File: src/rtl/modem_pkg.sv
package modem_pkg;

    // Line state, packed in status-register order (bit 3 = MSR bit 7).
    typedef struct packed {
        logic dcd;
        logic ri;
        logic dsr;
        logic cts;
    } mlines_t;

    localparam int REG_W    = 8;
    localparam int MCR_W    = 5;
    localparam int LINE_W   = 4;

    localparam int MCR_DTR  = 0;
    localparam int MCR_RTS  = 1;
    localparam int MCR_OUT1 = 2;
    localparam int MCR_OUT2 = 3;
    localparam int MCR_LOOP = 4;

    localparam logic [MCR_W-1:0] MCR_RESET = 5'b01000;
    localparam mlines_t LINES_RESET = '{dcd: 1'b1, ri: 1'b0, dsr: 1'b1, cts: 1'b1};

    // Loopback routing of control bits onto the status lines.
    function automatic mlines_t loop_map(input logic [MCR_W-1:0] m);
        mlines_t l;
        l.dcd = m[MCR_OUT2];
        l.ri  = m[MCR_OUT1];
        l.dsr = m[MCR_DTR];
        l.cts = m[MCR_RTS];
        return l;
    endfunction

    // Change flags: bit3 carrier, bit2 ring trailing edge, bit1 dsr, bit0 cts.
    function automatic logic [LINE_W-1:0] change_of(input mlines_t prev, input mlines_t now);
        return {prev.dcd ^ now.dcd, prev.ri & ~now.ri, prev.dsr ^ now.dsr, prev.cts ^ now.cts};
    endfunction

endpackage

File: src/rtl/line_sync.sv
module line_sync #(
    parameter int STAGES = 2,
    parameter int W      = 4,
    parameter logic [W-1:0] RESET_VAL = '0
) (
    input  logic         clk,
    input  logic         rst,
    input  logic [W-1:0] din,
    output logic [W-1:0] dout
);
    localparam int LAST = STAGES - 1;

    logic [STAGES-1:0][W-1:0] chain;

    always_ff @(posedge clk) begin
        if (rst) begin
            for (int i = 0; i < STAGES; i++) chain[i] <= RESET_VAL;
        end else begin
            chain[0] <= din;
            for (int i = 1; i < STAGES; i++) chain[i] <= chain[i-1];
        end
    end

    assign dout = chain[LAST];
endmodule

File: src/rtl/mcr_reg.sv
module mcr_reg
    import modem_pkg::*;
(
    input  logic                 clk,
    input  logic                 rst,
    input  logic                 wr,
    input  logic [REG_W-1:0]     wdata,
    output logic [MCR_W-1:0]     mcr,
    output logic                 rts,
    output logic                 dtr
);
    always_ff @(posedge clk) begin
        if (rst)     mcr <= MCR_RESET;
        else if (wr) mcr <= wdata[MCR_W-1:0];
    end

    // Outputs parked inactive while looping back.
    assign rts = mcr[MCR_RTS] & ~mcr[MCR_LOOP];
    assign dtr = mcr[MCR_DTR] & ~mcr[MCR_LOOP];
endmodule

File: src/rtl/msr_track.sv
module msr_track
    import modem_pkg::*;
(
    input  logic              clk,
    input  logic              rst,
    input  mlines_t           src,
    input  logic              rd_clr,
    output mlines_t           lines_q,
    output logic [LINE_W-1:0] flags_q
);
    logic [LINE_W-1:0] kept;

    // A read clears old flags; a change seen in the same cycle still sets.
    assign kept = rd_clr ? '0 : flags_q;

    always_ff @(posedge clk) begin
        if (rst) begin
            lines_q <= LINES_RESET;
            flags_q <= '0;
        end else begin
            lines_q <= src;
            flags_q <= kept | change_of(lines_q, src);
        end
    end
endmodule

File: src/rtl/modem_ctl_status.sv
module modem_ctl_status
    import modem_pkg::*;
#(
    parameter int SYNC_STAGES = 2
) (
    input  logic             clk,
    input  logic             rst,
    input  logic             mcr_wr,
    input  logic [7:0]       mcr_wdata,
    input  logic             msr_rd,
    input  logic             cts_in,
    input  logic             dsr_in,
    input  logic             ri_in,
    input  logic             dcd_in,
    output logic             rts_out,
    output logic             dtr_out,
    output logic [7:0]       mcr_rdata,
    output logic [7:0]       msr_rdata,
    output logic             msi_req
);
    localparam int PAD_W = REG_W - MCR_W;

    logic [MCR_W-1:0]  mcr;
    logic [LINE_W-1:0] pins_raw;
    logic [LINE_W-1:0] pins_sync;
    mlines_t           src;
    mlines_t           lines_q;
    logic [LINE_W-1:0] flags_q;

    assign pins_raw = {dcd_in, ri_in, dsr_in, cts_in};

    mcr_reg u_mcr (
        .clk   (clk),
        .rst   (rst),
        .wr    (mcr_wr),
        .wdata (mcr_wdata),
        .mcr   (mcr),
        .rts   (rts_out),
        .dtr   (dtr_out)
    );

    line_sync #(
        .STAGES    (SYNC_STAGES),
        .W         (LINE_W),
        .RESET_VAL (LINES_RESET)
    ) u_sync (
        .clk  (clk),
        .rst  (rst),
        .din  (pins_raw),
        .dout (pins_sync)
    );

    generate
        if (SYNC_STAGES > 0) begin : g_src
            assign src = mcr[MCR_LOOP] ? loop_map(mcr) : mlines_t'(pins_sync);
        end
    endgenerate

    msr_track u_track (
        .clk     (clk),
        .rst     (rst),
        .src     (src),
        .rd_clr  (msr_rd),
        .lines_q (lines_q),
        .flags_q (flags_q)
    );

    assign mcr_rdata = {{PAD_W{1'b0}}, mcr};
    assign msr_rdata = {lines_q, flags_q};
    assign msi_req   = |flags_q;
endmodule

File: config.mk
export PLATFORM = sky130hd
export DESIGN_NAME = modem_ctl_status
export DESIGN_NICKNAME = d
export VERILOG_FILES = /design/src/rtl/modem_pkg.sv /design/src/rtl/line_sync.sv /design/src/rtl/mcr_reg.sv /design/src/rtl/msr_track.sv /design/src/rtl/modem_ctl_status.sv
export SDC_FILE = /design/constraint.sdc
export NUM_CORES = 1
export LEC_CHECK = 0
export BUFFER_PORTS_ARGS = -buffer_cell sky130_fd_sc_hd__buf_2
export CAP_MARGIN = 40
export CELL_PAD_IN_SITES_DETAIL_PLACEMENT = 1
export CELL_PAD_IN_SITES_GLOBAL_PLACEMENT = 2
export CORE_ASPECT_RATIO = 1.75
export CORE_MARGIN = 1
export CORE_UTILIZATION = 26
export DETAILED_ROUTE_END_ITERATION = 7
export PLACE_DENSITY_LB_ADDON = 0.2
export SKIP_LAST_GASP = 1
export SYNTH_ARGS = -nofsm -noshare
export SYNTH_HDL_FRONTEND = slang
export SYNTH_SLANG_ARGS = --single-unit
File: constraint.sdc
create_clock -name clk -period 1.2 [get_ports clk]
set_input_delay 0.12 -clock clk [delete_from_list [all_inputs] [get_ports clk]]
set_output_delay 0.12 -clock clk [all_outputs]
set_load 0.01 [all_outputs]
==> flow_summary.json, run 1 <==
{
  "failed_checks": "negative setup slack",
  "path_delay_family": "simple AND/OR/NAND/NOR gates",
  "place_ws_ps": 79.3,
  "status": "finished with violations",
  "largest_register_ffs": 5,
  "hp-start": "dcd_in",
  "gp_congestion": 0.628,
  "initial_utilization_pct": 27.8,
  "min_period_over_period_pct": 111,
  "min_path_cells": 2,
  "max_freq_mhz": 749,
  "fin_setup_tns_ps": -135,
  "regToRegEndpoint": "u_track.flags_q[3]$_SDFF_PP0_",
  "reg2reg_setup_slack_ps": 130,
  "start_kind": "register",
  "crit_buf_inv": 1,
  "die_w_um": 43.0,
  "arrival_ps": 1210,
  "mostFrequentLayoutCells": "26 x buf_2, 19 x dfxtp_1, 6 x nand2b_1, 6 x nor2_1, 6 x or2_2",
  "cts_buffer_depth": 2,
  "cts_buffers": 3,
  "seqCellArea_um2": 423,
  "rsz0062_at_grt": "true",
  "finalSetupViolCount": 1,
  "synth_top_cell_by_area": "dfxtp_1",
  "drc": 0,
  "ys_async_sr_fraction_pct": 0,
  "grtUsageTotal_pct": 10.0,
  "grt-ovfl-total": 0,
  "grt_max_degree": 22,
  "grt_pass1_wl_um": 2370,
  "fin_skew_ps": 3.49,
  "dp_hpwl_um": 1100,
  "synth.distinct_cells": 17,
  "hp-class": "in2reg",
  "max-cap-violations": 0,
  "synth_top_area_share_pct": 55.0,
  "ys_ff_latch": 21,
  "path_max_fanout": 2,
  "ant_nets": 0,
  "syn_inst": 70,
  "clk-insertion-delay-late_ps": 260,
  "fin_util_pct": 36.8,
  "finalNonFillerCells": 130,
  "hold_end": "u_sync.chain[3]$_SDFF_PP1_",
  "slowest_stage": "or4_1",
  "mostFrequentLayoutCell": "buf_2",
  "netlist_area_um2": 764,
  "nNetsFinal": 120,
  "cts_tree": "done",
  "grt_pass1_vias": 534,
  "port_buffers": 28,
  "dr.first_iter.drc_count": 13,
  "wirelength_um": 1470,
  "crit_required_ps": 1080,
  "dp_cells": 123,
  "vdd.ir_drop.worst_mv": 0.529,
  "htree_levels": 1,
  "via_per_inst": 4.33,
  "die-area_um2": 3170,
  "r2r_start": "u_mcr.mcr[4]$_SDFFE_PP0P_",
  "hold_violations": 0,
  "via_count": 563,
  "avgRoutedWirePerCell_um": 11.3,
  "path_class": "reg2out",
  "synth_area_per_cell_um2": 10.9,
  "rows": 25,
  "die_h_um": 73.7,
  "slowest_delay_ps": 490,
  "fin_hold_ws_ps": 38.1,
  "multiInputGateArea_um2": 305,
  "antenna_found_initial": 0,
  "ctsHoldBuffers": 0,
  "cp_cell_sequence": "or4_1 -> buf_2",
  "cts-root-buf": "clkbuf_8",
  "drive_above_1_share_pct": 48.5,
  "ys_seq_area_share_pct": 55.0,
  "yosysWarnings": 0,
  "areaGrowthSynthToFinish_pct": 32.4,
  "yosys-top-cells-area": "dfxtp_1 55%, mux2i_1 6.5%, mux2i_2 5.4%, nand2b_1 4.9%, or2_2 4.9%",
  "leakage_nw": 0.477,
  "core_area_um2": 2750,
  "pin_count": 35,
  "critPathCaptureType": "output pin",
  "fin_ws_ps": -135,
  "fill_cells": 348,
  "rr_worst_depth": 4,
  "path_clk_slew_ps": 80,
  "synth_edf_count": 0,
  "drtPass1Iterations": 3,
  "synth_ff_type": "dfxtp_1",
  "maxSlewViolCount": 0,
  "cellPowerDensity_nw_per_um2": 1400,
  "cts_sinks": 21,
  "post-route-min-period_ps": 1330,
  "n_antenna_cell": 0
}
## worst max-delay path by stage
stage / startpoint / to / slack (ps) / cells after the start
finish: u_track.flags_q[1]$_SDFF_PP0_ / msi_req / -130 / 2
global route: u_track.flags_q[0]$_SDFF_PP0_ / msi_req / -160 / 2
CTS: u_track.flags_q[1]$_SDFF_PP0_ / msi_req / -150 / 2
global placement: u_mcr.mcr[4]$_SDFFE_PP0P_ / u_track.flags_q[0]$_SDFF_PP0_ / 110 / 4
floorplan: u_mcr.mcr[4]$_SDFFE_PP0P_ / u_track.flags_q[0]$_SDFF_PP0_ / 100 / 4
detailed placement: u_mcr.mcr[4]$_SDFFE_PP0P_ / u_track.flags_q[0]$_SDFF_PP0_ / 80 / 4
## synthesized netlist by cell type, types with 2 or more instances
| cell | number |
|---|---|
| dfxtp_1 | 21 |
| nand2b_1 | 6 |
| nor2_1 | 6 |
| or2_2 | 6 |
| mux2i_1 | 5 |
| a21oi_1 | 4 |
| nor2b_1 | 4 |
| buf_4 | 3 |
| mux2i_2 | 3 |
| xor2_1 | 3 |
| and2b_2 | 2 |
| clkbuf_1 | 2 |
## cell type report
cell class                      instances  area share [%]
Timing Repair Buffer                   34            20.3
Tap cell                               27            3.34
Clock buffer                            4            4.45
Sequential cell                        21            41.8
Multi-Input combinational cell         44            30.2
## worst register-to-register path, stage by stage, from the launching register on
cell and delay [ps]:
dfxtp_2 360, buf_6 120, mux2i_2 240, xor2_1 160, a21oi_1 70
## metrics by stage
| step | total power [W] | cell area (um^2) |
|---|---|---|
| 2_1_floorplan | 0.000891 | 772 |
| 3_3_place_gp | 0.000953 | 922 |
| 3_5_place_dp | 0.000958 | 922 |
| 4_1_cts | 0.00143 | 985 |
| 5_1_grt | 0.00149 | 1010 |
| 6_report | 0.00141 | 1010 |
## timing repair
| action | CTS | global route |
|---|---|---|
| setup buffers | 1 | 2 |
| gates resized for setup | 4 | 2 |
| endpoints found under the setup margin | 3 | 3 |
## cell families after synthesis
family | synth area share (%)
AO/OA/AOI/OAI | 3.76
XOR/XNOR | 3.44
buffers and inverters | 6.06
flip-flops | 55.0
multiplexers | 11.9
other | 0.491
AND/OR/NAND/NOR | 19.3
## power breakdown
part           internal (W)  total, W  switching, W  leakage, nW
Combinational      0.000109  0.000196     0.0000874        0.280
Sequential         0.000738  0.000760     0.0000224        0.174
Clock              0.000236  0.000457      0.000220       0.0228
Total               0.00108   0.00141      0.000330        0.477
## layer usage
metal,part of all wire (%),track usage [%],vias to the layer above
met1,40,11.9,257
li1,-,-,281
met2,52,15.7,21
met5,0,0,-
met3,5.2,2.21,4
met4,2.6,7.07,0
No activity file was read; power rests on OpenSTA's default activity.
==> run 2, diff against run 1 <==
Settings changed: ABC_AREA set to 1, CORE_UTILIZATION 26 to 24, REMOVE_ABC_BUFFERS set to 1, TNS_END_PERCENT set to 5.
==> flow_summary.json, run 2 <==
{
  "status": "complete, no violations",
  "grt_pass1_wl_um": 3110,
  "synth_top_family_by_area": "simple AND/OR/NAND/NOR gates",
  "mostFrequentLayoutCell": "buf_2",
  "grt_max_degree": 13,
  "fin_ws_ps": 117,
  "port_buffers": 28,
  "grt_pass1_vias": 752,
  "min_period_over_period_pct": 90.3,
  "initial_utilization_pct": 25.9,
  "yosys.area_share.simple_pct": 27.6,
  "die-area_um2": 3710,
  "synth_ff_type": "dfxtp_1",
  "drtPass1Iterations": 4,
  "synth.area.mux_share_pct": 0,
  "wl_met2_um": 997,
  "via_per_inst": 4.13,
  "netlist_area_um2": 831,
  "nNetsFinal": 153,
  "areaGrowthSynthToFinish_pct": 26.8,
  "die_w_um": 46.5,
  "fin_skew_ps": 1.99,
  "maxSlewViolCount": 0,
  "drc": 0,
  "cp_cell_sequence": "buf_4 -> nor2_1 -> buf_2",
  "place_ws_ps": 244,
  "cts_setup_buffers": 0,
  "finalSetupViolCount": 0,
  "synth_compound_area_share_pct": 8.13,
  "reg2reg_setup_slack_ps": 250,
  "leakage_nw": 0.567,
  "pin_count": 35,
  "dr.first_iter.drc_count": 2,
  "max-cap-violations": 0,
  "post-route-min-period_ps": 1080,
  "synth.distinct_cells": 19,
  "p_int_w": 0.00107,
  "ctsHoldBuffers": 0,
  "finalNonFillerCells": 179,
  "cellPowerDensity_nw_per_um2": 1370,
  "fill_cells": 417,
  "cts_buffers": 3,
  "crit_required_ps": 1080,
  "power_frac_seq_pct": 53.3,
  "rows": 27,
  "fin_util_pct": 32.8,
  "slowest_delay_ps": 320,
  "synth.most_common_cell": "dfxtp_1",
  "ys_async_sr_fraction_pct": 0,
  "n_antenna_cell": 0,
  "via_count": 739,
  "p_switching_w": 0.000371,
  "max_freq_mhz": 923,
  "clkPwrFrac_pct": 31.2,
  "path_clk_slew_ps": 70,
  "rsz0062_at_grt": "false",
  "mostFrequentLayoutCells": "28 x buf_2, 21 x dfxtp_1, 17 x nand2_1, 16 x inv_1, 10 x nand3_1",
  "path_class": "reg2out",
  "hold_violations": 0,
  "swShare_pct": 25.7,
  "fin_setup_tns_ps": 0,
  "htree_levels": 1,
  "dp_hpwl_um": 1480,
  "finalPower_w": 0.00144,
  "vdd.ir_drop.worst_mv": 0.602,
  "antenna_found_initial": 0,
  "synth_xor_area_share_pct": 0,
  "netlist_top_cells_count": "21 x dfxtp_1, 17 x nand2_1, 16 x inv_1",
  "critPathCaptureType": "output pin",
  "synth_adder_area_share_pct": 0,
  "path_max_fanout": 6,
  "hp-class": "in2reg",
  "clk-insertion-delay-late_ps": 260,
  "syn_inst": 105,
  "yosys-top-cells-area": "dfxtp_1 51%, nand2_1 7.7%, inv_1 7.2%, nand3_1 6.0%, nand2_2 3.8%",
  "grtUsageTotal_pct": 11.7,
  "post_cts_resized": 0,
  "synth_top_cell_by_area": "dfxtp_1",
  "start_kind": "register",
  "comb_power_share_pct": 15.4,
  "top_layer_used": "met4",
  "wirelength_um": 1810,
  "die_h_um": 79.8,
  "avgRoutedWirePerCell_um": 10.1,
  "grt-ovfl-total": 0,
  "drive_above_1_share_pct": 33.8,
  "largest_register_ffs": 5,
  "arrival_ps": 960,
  "core_area_um2": 3210,
  "gp_congestion": 0.723,
  "multiInputGateArea_um2": 308,
  "dr_wl_met3_um": 65,
  "cts_tree": "done",
  "dp_cells": 175,
  "path_delay_family": "flip-flops",
  "synth_area_per_cell_um2": 7.91,
  "synth_edf_count": 0,
  "cts_sinks": 21,
  "ys_ff_latch": 21,
  "ant_nets": 0,
  "crit_buf_inv": 2,
  "wl_met1_um": 690,
  "synth_top_area_share_pct": 50.6,
  "seqCellArea_um2": 420,
  "yosysWarnings": 0,
  "slowest_stage": "dfxtp_1",
  "cts_buffer_depth": 2,
  "cts-root-buf": "clkbuf_8",
  "ys_seq_area_share_pct": 50.6
}
run 2: cell count changes after synthesis, sizes merged:
cell	change
a211o	-1
a21oi	+2
and2b	-2
clkbuf	-2
inv	+19
mux2i	-8
nand2	+22
nand2b	-6
nand3	+12
nor2	+1
nor2b	-4
o21ai	+6
or4	-1
xor2	-3
run 2: path summary, 6_finish.rpt:
path / from / to / cells after the start
worst max-delay path: u_mcr.mcr[4]$_SDFFE_PP0P_ / rts_out / 3
worst min-delay path: dcd_in / u_sync.chain[3]$_SDFF_PP1_ / 2
worst max register to register: u_mcr.mcr[4]$_SDFFE_PP0P_ / u_track.flags_q[0]$_SDFF_PP0_ / 6
worst min register to register: u_sync.chain[3]$_SDFF_PP1_ / u_sync.dout[3]$_SDFF_PP1_ / 1
run 2: metrics by stage:
step           hold slack [ps]  instance area (um^2)
6_report                  35.1                  1050
5_1_grt                   24.9                  1050
4_1_cts                   26.7                  1050
3_5_place_dp               302                  1010
3_3_place_gp               295                  1010
2_1_floorplan              182                   800
run 2: power groups by stage:
stage / clock (W) / combinational (W) / sequential [W]
floorplan: 0 / 0.000108 / 0.000806
global placement: 0 / 0.000225 / 0.000785
detailed placement: 0 / 0.000230 / 0.000787
CTS: 0.000483 / 0.000230 / 0.000770
global route: 0.000520 / 0.000257 / 0.000776
finish: 0.000451 / 0.000223 / 0.000770
run 2: per-layer routing:
layer,vias up,global-route usage [%]
met2,20,20.7
met5,-,0
li1,373,-
met4,0,7.06
met3,5,2.04
met1,341,11.8
run 2: logic make-up (layout without fill, tap and decap cells):
group | Yosys count | after routing
and+or+nand+nor | 47 | 47
buffers and inverters | 24 | 53
AOI/OAI and AO/OA | 12 | 12
DFF | 21 | 21
other | 1 | 3
run 2: area by class of cell:
| class | instances | share of cell area, % |
|---|---|---|
| sequential | 21 | 39.9 |
| inverter | 19 | 6.77 |
| tap | 43 | 5.11 |
| clock buffer | 4 | 4.28 |
| multi-input combinational | 62 | 29.2 |
| timing repair buffer | 30 | 14.7 |
run 2: worst reg2reg max path, cell delays in order (launching register included):
cell and delay (ps):
dfxtp_1 320, inv_1 170, nand2_1 120, nand3_2 70, nand3_1 70, nand2_1 60
inv_1 30
